[config.mk]
export PLATFORM = sky130hd
export DESIGN_NAME = tdi_accum
export DESIGN_NICKNAME = d
export VERILOG_FILES = /design/src/rtl/tdi_pkg.sv /design/src/rtl/tdi_seq.sv /design/src/rtl/tdi_acc_bank.sv /design/src/rtl/tdi_out_mux.sv /design/src/rtl/tdi_accum.sv
export SDC_FILE = /design/constraint.sdc
export NUM_CORES = 1
export LEC_CHECK = 0
export BUFFER_PORTS_ARGS = -buffer_cell sky130_fd_sc_hd__buf_2
export CAP_MARGIN = 10
export CORE_UTILIZATION = 65
export CTS_CLUSTER_SIZE = 16
export DETAILED_ROUTE_END_ITERATION = 10
export GPL_TIMING_DRIVEN = 0
export HOLD_SLACK_MARGIN = 0.15
export PLACE_DENSITY = 0.83
export SYNTH_ARGS = -nofsm -noshare
export SYNTH_HDL_FRONTEND = slang
export SYNTH_SLANG_ARGS = --single-unit
[constraint.sdc]
create_clock -name clk -period 8.31 [get_ports clk]
set_clock_uncertainty 0.1 [all_clocks]
set_input_delay 0 -clock clk [delete_from_list [all_inputs] [get_ports clk]]
set_output_delay 0 -clock clk [all_outputs]
set_load 0.02 [all_outputs]
[src/rtl/tdi_pkg.sv]
package tdi_pkg;

  typedef enum logic {
    MODE_TDI   = 1'b0,
    MODE_STARE = 1'b1
  } tdi_mode_e;

  // Per-beat control produced by the sequencer
  typedef struct packed {
    logic beat;     // accepted sample this cycle
    logic stare;    // line runs in staring mode
    logic emit_ok;  // last stage of a fully refilled integration line
  } beat_ctl_t;

endpackage

[src/rtl/tdi_seq.sv]
module tdi_seq
  import tdi_pkg::*;
#(
  parameter int NSTAGE = 8,
  parameter int NCOL   = 4
) (
  input  logic                      clk,
  input  logic                      rst_n,
  input  logic                      pix_valid,
  input  logic                      pix_sol,
  input  logic                      mode_sel,
  output beat_ctl_t                 ctl,
  output logic [$clog2(NSTAGE)-1:0] cur_stage,
  output logic [$clog2(NCOL)-1:0]   cur_col,
  output logic [$clog2(NSTAGE)-1:0] cur_fill
);

  localparam int SW = $clog2(NSTAGE);
  localparam int CW = $clog2(NCOL);
  localparam logic [SW-1:0] LAST_STAGE = SW'(NSTAGE - 1);
  localparam logic [CW-1:0] LAST_COL   = CW'(NCOL - 1);

  logic          started_q, started_d;
  logic [SW-1:0] stage_q, stage_d;
  logic [CW-1:0] col_q, col_d;
  logic [SW-1:0] fill_q, fill_d;
  tdi_mode_e     mode_q, mode_d;
  tdi_mode_e     cur_mode;
  logic          beat;
  logic          restart;
  logic          state_en;

  // Current-beat view: a start-of-line beat overrides the stored position
  always_comb begin
    beat      = pix_valid && (pix_sol || started_q);
    cur_stage = pix_sol ? '0 : stage_q;
    cur_col   = pix_sol ? '0 : col_q;
    cur_mode  = pix_sol ? tdi_mode_e'(mode_sel) : mode_q;
    restart   = pix_sol && (!started_q || (tdi_mode_e'(mode_sel) != mode_q));
    if (restart) begin
      cur_fill = '0;
    end else if (pix_sol && (fill_q != LAST_STAGE)) begin
      cur_fill = fill_q + SW'(1);
    end else begin
      cur_fill = fill_q;
    end
  end

  // Next-state of the position counters
  always_comb begin
    state_en  = beat;
    started_d = 1'b1;
    mode_d    = cur_mode;
    fill_d    = cur_fill;
    if (cur_stage == LAST_STAGE) begin
      stage_d = '0;
      col_d   = (cur_col == LAST_COL) ? '0 : cur_col + CW'(1);
    end else begin
      stage_d = cur_stage + SW'(1);
      col_d   = cur_col;
    end
  end

  always_ff @(posedge clk or negedge rst_n) begin
    if (!rst_n) begin
      started_q <= 1'b0;
      stage_q   <= '0;
      col_q     <= '0;
      fill_q    <= '0;
      mode_q    <= MODE_TDI;
    end else if (state_en) begin
      started_q <= started_d;
      stage_q   <= stage_d;
      col_q     <= col_d;
      fill_q    <= fill_d;
      mode_q    <= mode_d;
    end
  end

  always_comb begin
    ctl.beat    = beat;
    ctl.stare   = (cur_mode == MODE_STARE);
    ctl.emit_ok = beat && (cur_mode == MODE_TDI) &&
                  (cur_stage == LAST_STAGE) && (cur_fill == LAST_STAGE);
  end

endmodule

[src/rtl/tdi_acc_bank.sv]
module tdi_acc_bank #(
  parameter int NSTAGE = 8,
  parameter int NCOL   = 4,
  parameter int IN_W   = 14,
  parameter int OUT_W  = 16
) (
  input  logic                      clk,
  input  logic                      rst_n,
  input  logic                      beat,
  input  logic                      stare,
  input  logic [$clog2(NSTAGE)-1:0] stage,
  input  logic [$clog2(NCOL)-1:0]   col,
  input  logic [$clog2(NSTAGE)-1:0] fill,
  input  logic [IN_W-1:0]           sample,
  output logic [OUT_W-1:0]          sum,
  output logic                      sum_ovf
);

  localparam int SW    = $clog2(NSTAGE);
  localparam int CW    = $clog2(NCOL);
  localparam int NPART = NSTAGE - 1;
  localparam logic [SW-1:0] LAST_STAGE = SW'(NSTAGE - 1);

  // Partial sums for stages 0..NSTAGE-2; the last stage goes straight out
  logic [OUT_W-1:0] part_q [NPART][NCOL];
  logic             povf_q [NPART][NCOL];
  logic             wr_hit [NPART][NCOL];

  logic [OUT_W-1:0] carry_q;
  logic             carry_ovf_q;
  logic [OUT_W-1:0] rd_val;
  logic             rd_ovf;
  logic [OUT_W-1:0] prev_val;
  logic             prev_ovf;
  logic [OUT_W:0]   wide;
  logic             clip;
  logic             upd_en;

  // Only links written since the last restart feed the next stage
  always_comb begin
    upd_en   = beat && !stare && (stage != LAST_STAGE);
    if ((stage != '0) && (stage <= fill)) begin
      prev_val = carry_q;
      prev_ovf = carry_ovf_q;
    end else begin
      prev_val = '0;
      prev_ovf = 1'b0;
    end
    wide    = {1'b0, prev_val} + (OUT_W+1)'(sample);
    clip    = wide[OUT_W];
    sum     = clip ? '1 : wide[OUT_W-1:0];
    sum_ovf = prev_ovf | clip;
  end

  // Read the value about to be overwritten, for use at the next stage
  always_comb begin
    rd_val = '0;
    rd_ovf = 1'b0;
    for (int g = 0; g < NPART; g++) begin
      for (int k = 0; k < NCOL; k++) begin
        if ((stage == SW'(g)) && (col == CW'(k))) begin
          rd_val = part_q[g][k];
          rd_ovf = povf_q[g][k];
        end
      end
    end
  end

  for (genvar g = 0; g < NPART; g++) begin : g_stage
    for (genvar k = 0; k < NCOL; k++) begin : g_col
      assign wr_hit[g][k] = upd_en && (stage == SW'(g)) && (col == CW'(k));
    end
  end

  always_ff @(posedge clk or negedge rst_n) begin
    if (!rst_n) begin
      for (int g = 0; g < NPART; g++) begin
        for (int k = 0; k < NCOL; k++) begin
          part_q[g][k] <= '0;
          povf_q[g][k] <= 1'b0;
        end
      end
    end else begin
      for (int g = 0; g < NPART; g++) begin
        for (int k = 0; k < NCOL; k++) begin
          if (wr_hit[g][k]) begin
            part_q[g][k] <= sum;
            povf_q[g][k] <= sum_ovf;
          end
        end
      end
    end
  end

  always_ff @(posedge clk or negedge rst_n) begin
    if (!rst_n) begin
      carry_q     <= '0;
      carry_ovf_q <= 1'b0;
    end else if (upd_en) begin
      carry_q     <= rd_val;
      carry_ovf_q <= rd_ovf;
    end
  end

endmodule

[src/rtl/tdi_out_mux.sv]
module tdi_out_mux #(
  parameter int NSTAGE = 8,
  parameter int NCOL   = 4,
  parameter int IN_W   = 14,
  parameter int OUT_W  = 16
) (
  input  logic                      clk,
  input  logic                      rst_n,
  input  logic                      beat,
  input  logic                      stare,
  input  logic                      emit_ok,
  input  logic [OUT_W-1:0]          sum,
  input  logic                      sum_ovf,
  input  logic [IN_W-1:0]           sample,
  input  logic [$clog2(NSTAGE)-1:0] stage,
  input  logic [$clog2(NCOL)-1:0]   col,
  output logic                      out_valid,
  output logic                      out_stare,
  output logic [$clog2(NCOL)-1:0]   out_col,
  output logic [$clog2(NSTAGE)-1:0] out_row,
  output logic [OUT_W-1:0]          out_data,
  output logic                      out_ovf
);

  localparam int SW = $clog2(NSTAGE);
  localparam int CW = $clog2(NCOL);

  logic             valid_d;
  logic             word_en;
  logic [OUT_W-1:0] data_d;
  logic             ovf_d;

  always_comb begin
    valid_d = beat && (stare || emit_ok);
    word_en = valid_d;
    data_d  = stare ? OUT_W'(sample) : sum;
    ovf_d   = !stare && sum_ovf;
  end

  always_ff @(posedge clk or negedge rst_n) begin
    if (!rst_n) begin
      out_valid <= 1'b0;
    end else begin
      out_valid <= valid_d;
    end
  end

  always_ff @(posedge clk or negedge rst_n) begin
    if (!rst_n) begin
      out_stare <= 1'b0;
      out_col   <= '0;
      out_row   <= '0;
      out_data  <= '0;
      out_ovf   <= 1'b0;
    end else if (word_en) begin
      out_stare <= stare;
      out_col   <= col;
      out_row   <= stage;
      out_data  <= data_d;
      out_ovf   <= ovf_d;
    end
  end

endmodule

[src/rtl/tdi_accum.sv]
module tdi_accum
  import tdi_pkg::*;
#(
  parameter int NSTAGE = 8,
  parameter int NCOL   = 4,
  parameter int IN_W   = 14,
  parameter int OUT_W  = 16
) (
  input  logic                      clk,
  input  logic                      rst_n,
  input  logic                      pix_valid,
  input  logic                      pix_sol,
  input  logic                      mode_sel,
  input  logic [IN_W-1:0]           pix_data,
  output logic                      out_valid,
  output logic                      out_stare,
  output logic [$clog2(NCOL)-1:0]   out_col,
  output logic [$clog2(NSTAGE)-1:0] out_row,
  output logic [OUT_W-1:0]          out_data,
  output logic                      out_ovf
);

  localparam int SW = $clog2(NSTAGE);
  localparam int CW = $clog2(NCOL);

  beat_ctl_t        ctl;
  logic [SW-1:0]    cur_stage;
  logic [CW-1:0]    cur_col;
  logic [SW-1:0]    cur_fill;
  logic [OUT_W-1:0] sum;
  logic             sum_ovf;

  tdi_seq #(.NSTAGE(NSTAGE), .NCOL(NCOL)) u_seq (
    .clk       (clk),
    .rst_n     (rst_n),
    .pix_valid (pix_valid),
    .pix_sol   (pix_sol),
    .mode_sel  (mode_sel),
    .ctl       (ctl),
    .cur_stage (cur_stage),
    .cur_col   (cur_col),
    .cur_fill  (cur_fill)
  );

  tdi_acc_bank #(.NSTAGE(NSTAGE), .NCOL(NCOL), .IN_W(IN_W), .OUT_W(OUT_W)) u_bank (
    .clk     (clk),
    .rst_n   (rst_n),
    .beat    (ctl.beat),
    .stare   (ctl.stare),
    .stage   (cur_stage),
    .col     (cur_col),
    .fill    (cur_fill),
    .sample  (pix_data),
    .sum     (sum),
    .sum_ovf (sum_ovf)
  );

  tdi_out_mux #(.NSTAGE(NSTAGE), .NCOL(NCOL), .IN_W(IN_W), .OUT_W(OUT_W)) u_mux (
    .clk       (clk),
    .rst_n     (rst_n),
    .beat      (ctl.beat),
    .stare     (ctl.stare),
    .emit_ok   (ctl.emit_ok),
    .sum       (sum),
    .sum_ovf   (sum_ovf),
    .sample    (pix_data),
    .stage     (cur_stage),
    .col       (cur_col),
    .out_valid (out_valid),
    .out_stare (out_stare),
    .out_col   (out_col),
    .out_row   (out_row),
    .out_data  (out_data),
    .out_ovf   (out_ovf)
  );

endmodule

==> reports/metrics.csv, run 1 <==
stage,metric,value,unit
worst_setup_path,slowest_delay,0.56,ns
timing,fmax,152,MHz
placement,io_buffers,41,
timing,finalSetupViolCount,0,
run,drv_cap,0,
synth,syn_nets,2799,
grt,antenna_found_initial,2,
synth,ys.warnings.count,0,
synth,synth-edff-count,0,
timing,slew_headroom,0.207,
floorplanning,dieArea,39100,um^2
synth,synthFlopType,dfrtp_1,
clock_network,clockBufferDepth,3,
timing,hold_violations,0,
synth,synth_simple_gate_area_frac,0.156,
timing,tns,0,ns
clock_network,cts_made_buffers,53,
worst_setup_path,crit_type,reg2reg,
timing,worstMarginPinSlew,1.16,ns
synth,synth_top_family_by_area,compound AO/OA/AOI/OAI gates,
synth,synth_adder_area_share,0.0154,
grt,grt_max_degree,130,
grt,grt_pass1_wl,138,mm
synth,ys_seq_area_frac,0.530,
clock_network,cts.sinks,527,
worst_setup_path,arrival,6.95,ns
power,leakagePower,0.0126,uW
synth,ys_types,82,
clock_network,cts-root-buf,clkbuf_16,
power,powerDensity,262,nW/um^2
synth,synthArstFlopShare,1.00,
synth,synth_mux_area_frac,0.00412,
drt,drtPass1Iterations,8,
floorplanning,start_util,0.661,
worst_setup_path,path_delay_family,compound AO/OA/AOI/OAI gates,
final_layout,syn2layout_area_growth,12.9,%
timing,rsz0062_at_grt,false,
synth,syn_area,24900,um^2
drt,routedWlPerCell,26.9,um
synth,synth_xor_area_frac,0.00317,
final_layout,final_cell_count_no_fill,3439,
drt,via_per_inst,6.96,
worst_setup_path,crit_required,8.70,ns
timing,fin_crit,6.56,ns
drt,via_count,23900,
placement,hpwl,65.9,mm
final_layout,nets,2930,
timing,finalCritPeriodShare,0.789,
grt,grt_overflow,0,
clock_network,cts.reportedPaths.clkPinSlew,0.06,ns
worst_setup_path,start_kind,flop,
drt,drc,0,
synth,synthCells,2750,
clock_network,clock_latency,0.62,ns
final_layout,drive_gt1_frac,0.0899,
placement,dp_cells,3308,
clock_network,htreeDepth,2,
status,run_status,completed,
worst_setup_path,end_kind,flop,
clock_network,cts_tree,built,
floorplanning,num_rows,71,
grt,grt_util_all_layers,0.483,
worst_setup_path,cp_slowest_cell,dlygate4sd3_1,
floorplanning,die_h,198,um
timing,maxSlewViolCount,0,
drt,ant_nets,0,
min_path,hp-class,in2reg,
grt,grt_pass1_vias,22700,
synth,ys_ff_latch,527,
placement,gp_congestion,1.06,
power,ir_drop,0.210,mV
synth,synth_compound_area_frac,0.243,
floorplanning,die_w,198,um
floorplanning,ios,43,
drt,wl,92.5,mm
synth,syn_avg_cell_area,9.05,um^2
worst_setup_path,cpMostUsedCell,ha_1,
worst_setup_path,crit_buf_inv,6,
worst_setup_path,cp_max_fo,10,
drt,drt_iter0_drc,3615,
floorplanning,design.core.area,37700,um^2
synthesized netlist by cell type, drive strengths merged (12+ instances only):
| library cell | count | area share |
|---|---|---|
| a2111oi | 14 | 0.0049 |
| o221ai | 43 | 0.017 |
| a22oi | 41 | 0.012 |
| clkbuf | 168 | 0.026 |
| a221oi | 38 | 0.013 |
| a211oi | 20 | 0.0060 |
| buf | 74 | 0.016 |
| nand3 | 68 | 0.014 |
| inv | 44 | 0.0066 |
| o221a | 18 | 0.0081 |
| a31oi | 20 | 0.0050 |
| nor3 | 14 | 0.0028 |
| a21oi | 87 | 0.019 |
| nor2b | 12 | 0.0030 |
| o21ai | 517 | 0.10 |
| and2 | 27 | 0.0068 |
| o21a | 17 | 0.0051 |
| ha | 29 | 0.015 |
| dfrtp | 527 | 0.53 |
| nand2 | 565 | 0.085 |
| nor2 | 171 | 0.026 |
| o31ai | 14 | 0.0042 |
| o22ai | 45 | 0.011 |
worst paths after layout:
check / startpoint / endpoint / slack, ns / cells after the start
min in group asynchronous: rst_n / u_mux.out_data[14] / 0.55 / 4
worst min register to register: u_bank.povf_q[12] / u_bank.povf_q[12] / 0.38 / 2
max in group asynchronous: rst_n / u_bank.part_q[260] / 6.54 / 5
worst max register to register: u_seq.fill_q[0] / u_mux.out_data[13] / 1.75 / 25
worst min-delay path: pix_data[0] / u_mux.out_data[0] / 0.18 / 4
worst max-delay path: u_seq.fill_q[0] / u_mux.out_data[13] / 1.75 / 25
worst reg2reg max path, stage by stage (launching register included):
cell           delay, ns
dfrtp_1             0.41
ha_1                0.22
ha_1                0.17
and2b_4             0.27
mux2i_1             0.20
or2_2               0.14
clkbuf_1            0.24
ha_1                0.30
nor2b_1             0.13
o21ai_0             0.14
nand2b_1            0.09
a21boi_2            0.44
clkbuf_1            0.35
nand2_1             0.18
inv_1               0.09
ha_1                0.24
a211oi_1            0.31
o211a_1             0.25
o31ai_1             0.11
a2111o_1            0.51
a21o_1              0.18
a21oi_1             0.18
buf_4               0.26
buf_4               0.27
a21oi_1             0.10
dlygate4sd3_1       0.56
area by class of cell:
class | count | area (um^2)
timing repair buffer | 76 | 649
tap | 511 | 639
antenna | 4 | 10.0
clock buffer | 73 | 1560
sequential | 527 | 13200
inverter | 44 | 165
clock inverter | 25 | 348
fill | 2780 | 9570
buffer | 242 | 1040
multi-input combinational | 1937 | 10500
sequential cells by signal, summed over array words and instances, names as in the netlist, 2 cells and up:
name	cells
u_seq.stage_q	3
u_mux.out_col	2
u_mux.out_row	3
u_bank.part_q	448
u_mux.out_data	16
u_seq.col_q	2
u_bank.povf_q	28
u_seq.fill_q	3
u_bank.carry_q	16
cell families after synthesis:
kind of cell,count (synthesis)
multiplexers,10
buffers and inverters,286
flip-flops,527
AND/OR/NAND/NOR,920
XOR/XNOR,9
AO/OA/AOI/OAI,968
adder cells (fa/ha/maj),30
where the power goes:
part           internal [uW]  switching [uW]  leakage (uW)
sequential              2820             173       0.00718
clock                   1560            1070      0.000943
combinational            483            1250       0.00451
metrics by stage:
step | setup WS [ns] | power (uW) | util | hold WS, ns | cell area [um^2]
final | 1.75 | 7360 | 0.746 | 0.176 | 28100
after global routing | 1.36 | 7530 | 0.746 | 0.193 | 28100
after CTS | 1.87 | 7240 | 0.746 | 0.157 | 28100
after detailed placement | 2.19 | 4640 | 0.687 | -0.0595 | 25900
after global placement | -3.18 | 4580 | 0.683 | 0.185 | 25700
after floorplan | 3.37 | 3890 | - | -0.396 | 24900
layout by cell type, fill, tap and decap left out, types with 25 or more instances in the layout:
cell             n
o21ai_0        491
nand2_1        565
clkbuf_1       160
a221oi_1        38
nor2_1         167
a21oi_1         84
o221ai_1        37
dlygate4sd3_1   28
buf_2           87
o21ai_1         26
inv_1           43
ha_1            29
and2_1          25
nand3_1         68
clkbuf_16       54
dfrtp_1        527
o22ai_1         45
a22oi_1         41
what timing repair did:
item	CTS	global route
endpoints found under the setup margin	0	0
gates resized for setup	0	0
setup buffers	0	0
hold endpoints to repair	449	0
hold buffers	29	0
routing by layer:
metal  vias to the layer above  track usage  part of all wire
met2                      1800        0.712              0.44
met1                     11800        0.639              0.36
li1                       9994            -                 -
met3                       376        0.140              0.14
met5                         -            0           0.00014
met4                         2        0.282             0.063
(Power assumes the default switching activity.)
==> run 2: changes to the inputs <==
Settings changed: ABC_AREA set to 1, CORE_UTILIZATION 65 to 63, PLACE_DENSITY 0.83 to 0.81.
Clock period 8.31 ns to 6.5 ns, I/O delays scaled along.
==> run 2 against run 1 <==
  * Clock power rose by 24%
  * Via count rose by 2.6%
  * Combinational power rose by 72%
  * Critical endpoint is now u_bank.part_q[29]
  * Global-route usage shrank 4.6 points
  * Cell area rose by 4.7%
==> reports/metrics.csv, run 2 <==
stage,metric,value,unit
timing,maxSlewViolCount,0,
floorplanning,design.core.area,40700,um^2
floorplanning,start_util,0.639,
worst_setup_path,rrSetupSlack,0.28,ns
grt,grt_util_all_layers,0.437,
synth,ys.warnings.count,0,
placement,gp_congestion,1.01,
synth,yosysMostFrequentCell,nand2_1,
grt,grt_pass1_vias,23600,
floorplanning,ios,43,
clock_network,cts-root-buf,clkbuf_16,
floorplanning,die_h,205,um
synth,syn_nets,3423,
worst_setup_path,crit_start,u_seq.fill_q[0],
synth,synth_common_cells,"nand2_1, dfrtp_1, inv_1",
synth,synthArstFlopShare,1.00,
min_path,hp-class,in2reg,
drt,drt_iter0_drc,3407,
floorplanning,die_w,205,um
synth,syn_avg_cell_area,7.71,um^2
final_layout,syn2layout_area_growth,13.1,%
worst_setup_path,r2r-end,u_bank.part_q[29],
placement,io_buffers,42,
drt,drc,0,
placement,dp_cells,3952,
worst_setup_path,r2r-start,u_seq.fill_q[0],
timing,worstMarginPinSlew,1.08,ns
worst_setup_path,rr_worst_depth,31,
synth,synth_area_leader_cell,dfrtp_1,
timing,setup_ws,0.280,ns
final_layout,drive_gt1_frac,0.0890,
grt,grt-busiest-layer,met2,
final_layout,final_cell_count_no_fill,4085,
power,power_frac_clock,0.322,
power,combPwrFrac,0.294,
worst_setup_path,cp_max_fo,10,
clock_network,cts_made_buffers,56,
final_layout,final_common_cell,nand2_1,
timing,hold_ws,0.179,ns
power,p_int,6330,uW
final_layout,final_area,29400,um^2
timing,fmax,161,MHz
clock_network,clock_latency,0.64,ns
final_layout,reg_top3,"u_bank.part_q: 448 flops, u_bank.povf_q: 28 flops",
timing,finalCritPeriodShare,0.957,
power,powerDensity,345,nW/um^2
synth,synth-edff-count,0,
final_layout,largest_reg_flops,448,
power,sequentialPowerShare,0.384,
final_layout,regMostFlops,u_bank.part_q,
final_layout,layout_common_cells,"nand2_1, dfrtp_1, inv_1",
worst_setup_path,crit_type,reg2reg,
grt,grt.met2_usage,0.659,
timing,fin_crit,6.22,ns
worst_setup_path,cp_slowest_cell,xnor2_1,
worst_setup_path,cpMostUsedCell,nand2_1,
synth,synthFlopType,dfrtp_1,
timing,slew_headroom,0.280,
power,ir_drop,0.295,mV
power,switching_power,3830,uW
worst_setup_path,crit_required,6.88,ns
worst_setup_path,start_kind,flop,
placement,detailed_place.area,27000,um^2
power,switching_share,0.377,
clock_network,cts.sinks,527,
status,run_status,completed,
synth,ys_types,37,
grt,antenna_found_initial,4,
synth,synth_top_area_share,0.507,
floorplanning,dieArea,42100,um^2
clock_network,cts.reportedPaths.clkPinSlew,0.07,ns
worst_setup_path,arrival,6.60,ns
drt,routedWlPerCell,22.0,um
synth,syn_area,26000,um^2
drt,drtPass1Iterations,7,
worst_setup_path,end_kind,flop,
grt,grt_pass1_wl,137,mm
grt,grt_max_degree,125,
grt,met3_usage,0.104,
final_layout,nets,3557,
drt,via_per_inst,6.01,
drt,via_count,24600,
placement,dp_slack,-0.855,ns
clock_network,htreeDepth,2,
synth,synth.area.top_cells,"dfrtp_1, nand2_1, o21ai_0",
floorplanning,num_rows,74,
grt,grt_overflow,0,
synth,synthCells,3374,
timing,tns,0,ns
power,leakagePower,0.0147,uW
run,drv_cap,0,
worst_setup_path,crit_end,u_bank.part_q[29],
synth,ys_seq_area_frac,0.507,
synth,ys_ff_latch,527,
timing,hold_violations,0,
drt,ant_nets,0,
drt,wl,89.9,mm
clock_network,clockBufferDepth,3,
worst_setup_path,slowest_delay,0.77,ns
placement,hpwl,63.4,mm
timing,finalSetupViolCount,0,
clock_network,cts_tree,built,
grt,grtUsageMet1,0.582,
run 2: cell count changes after synthesis, sizes merged, moves of 43 or more:
cell | previous run | this run
nand2 | 565 | 903
a31oi | 20 | 102
o221ai | 43 | 0
o21ai | 517 | 339
o22ai | 45 | 0
nand3 | 68 | 237
nor2 | 171 | 298
inv | 44 | 361
a21oi | 87 | 254
run 2: cell type report:
cell class | count | area [um^2]
Timing Repair Buffer | 77 | 663
Sequential cell | 527 | 13200
Multi-Input combinational cell | 2264 | 10700
Tap cell | 532 | 666
Clock inverter | 21 | 226
Inverter | 369 | 1400
Buffer | 213 | 953
Antenna cell | 1 | 2.50
Clock buffer | 81 | 1650
Fill cell | 3229 | 11300
run 2: cells by family (layout without fill, tap and decap cells):
kind of cell,after synthesis,after routing,share of synthesized area
simple gates,1489,1489,0.233
compound gates,699,699,0.140
buf+inv,583,761,0.0863
flops,527,527,0.507
mux,35,35,0.0151
fa+ha+maj,30,30,0.0147
xor+xnor,11,11,0.00370
other cells,0,1,0
run 2: worst min-delay path by stage:
stage	slack (ns)	to	start	cells past startpoint
after floorplan	-0.40	u_bank.carry_ovf_q	rst_n	0
after global placement	0.21	u_mux.out_data[6]	pix_data[6]	3
after detailed placement	-0.005	u_bank.carry_q[6]	rst_n	1
after CTS	0.16	u_mux.out_data[4]	pix_data[4]	4
after global routing	0.21	u_mux.out_data[4]	pix_data[4]	4
final	0.18	u_mux.out_data[11]	pix_data[11]	4
run 2: repair_timing:
item                       4_1_cts  5_1_grt
setup endpoints to repair      315      458
buffers inserted                 0        3
pin swaps                        0        1
hold endpoints to repair       470        0
gates resized for setup         28      102
hold buffers                    28        0
run 2: power groups by stage:
stage          clock, uW  combinational, uW  sequential (uW)
2_1_floorplan          0               1420             3940
3_3_place_gp           0               2660             3940
3_5_place_dp           0               2720             3950
4_1_cts             3270               2780             3900
5_1_grt             3420               3120             3940
6_report            3270               2980             3910
run 2: metal layers:
| metal | vias to the layer above | part of all wire |
|---|---|---|
| met5 | - | 0.00028 |
| met4 | 4 | 0.059 |
| met3 | 318 | 0.11 |
| met2 | 1481 | 0.44 |
| met1 | 11700 | 0.39 |
| li1 | 11100 | - |
run 2: per-stage QoR:
stage	total power [uW]	utilization
after floorplan	5360	-
after global placement	6590	0.660
after detailed placement	6660	0.663
after CTS	9940	0.717
after global routing	10500	0.722
final	10200	0.722
run 2: worst max-delay path: cells and delay by family, from the launching register on:
family                   cells  cell delay (ns)
AND/OR/NAND/NOR             17             2.23
AO/OA/AOI/OAI                5             1.00
adder cells (fa/ha/maj)      4             0.97
XOR/XNOR                     1             0.77
buffers and inverters        4             0.57
flip-flops                   1             0.41
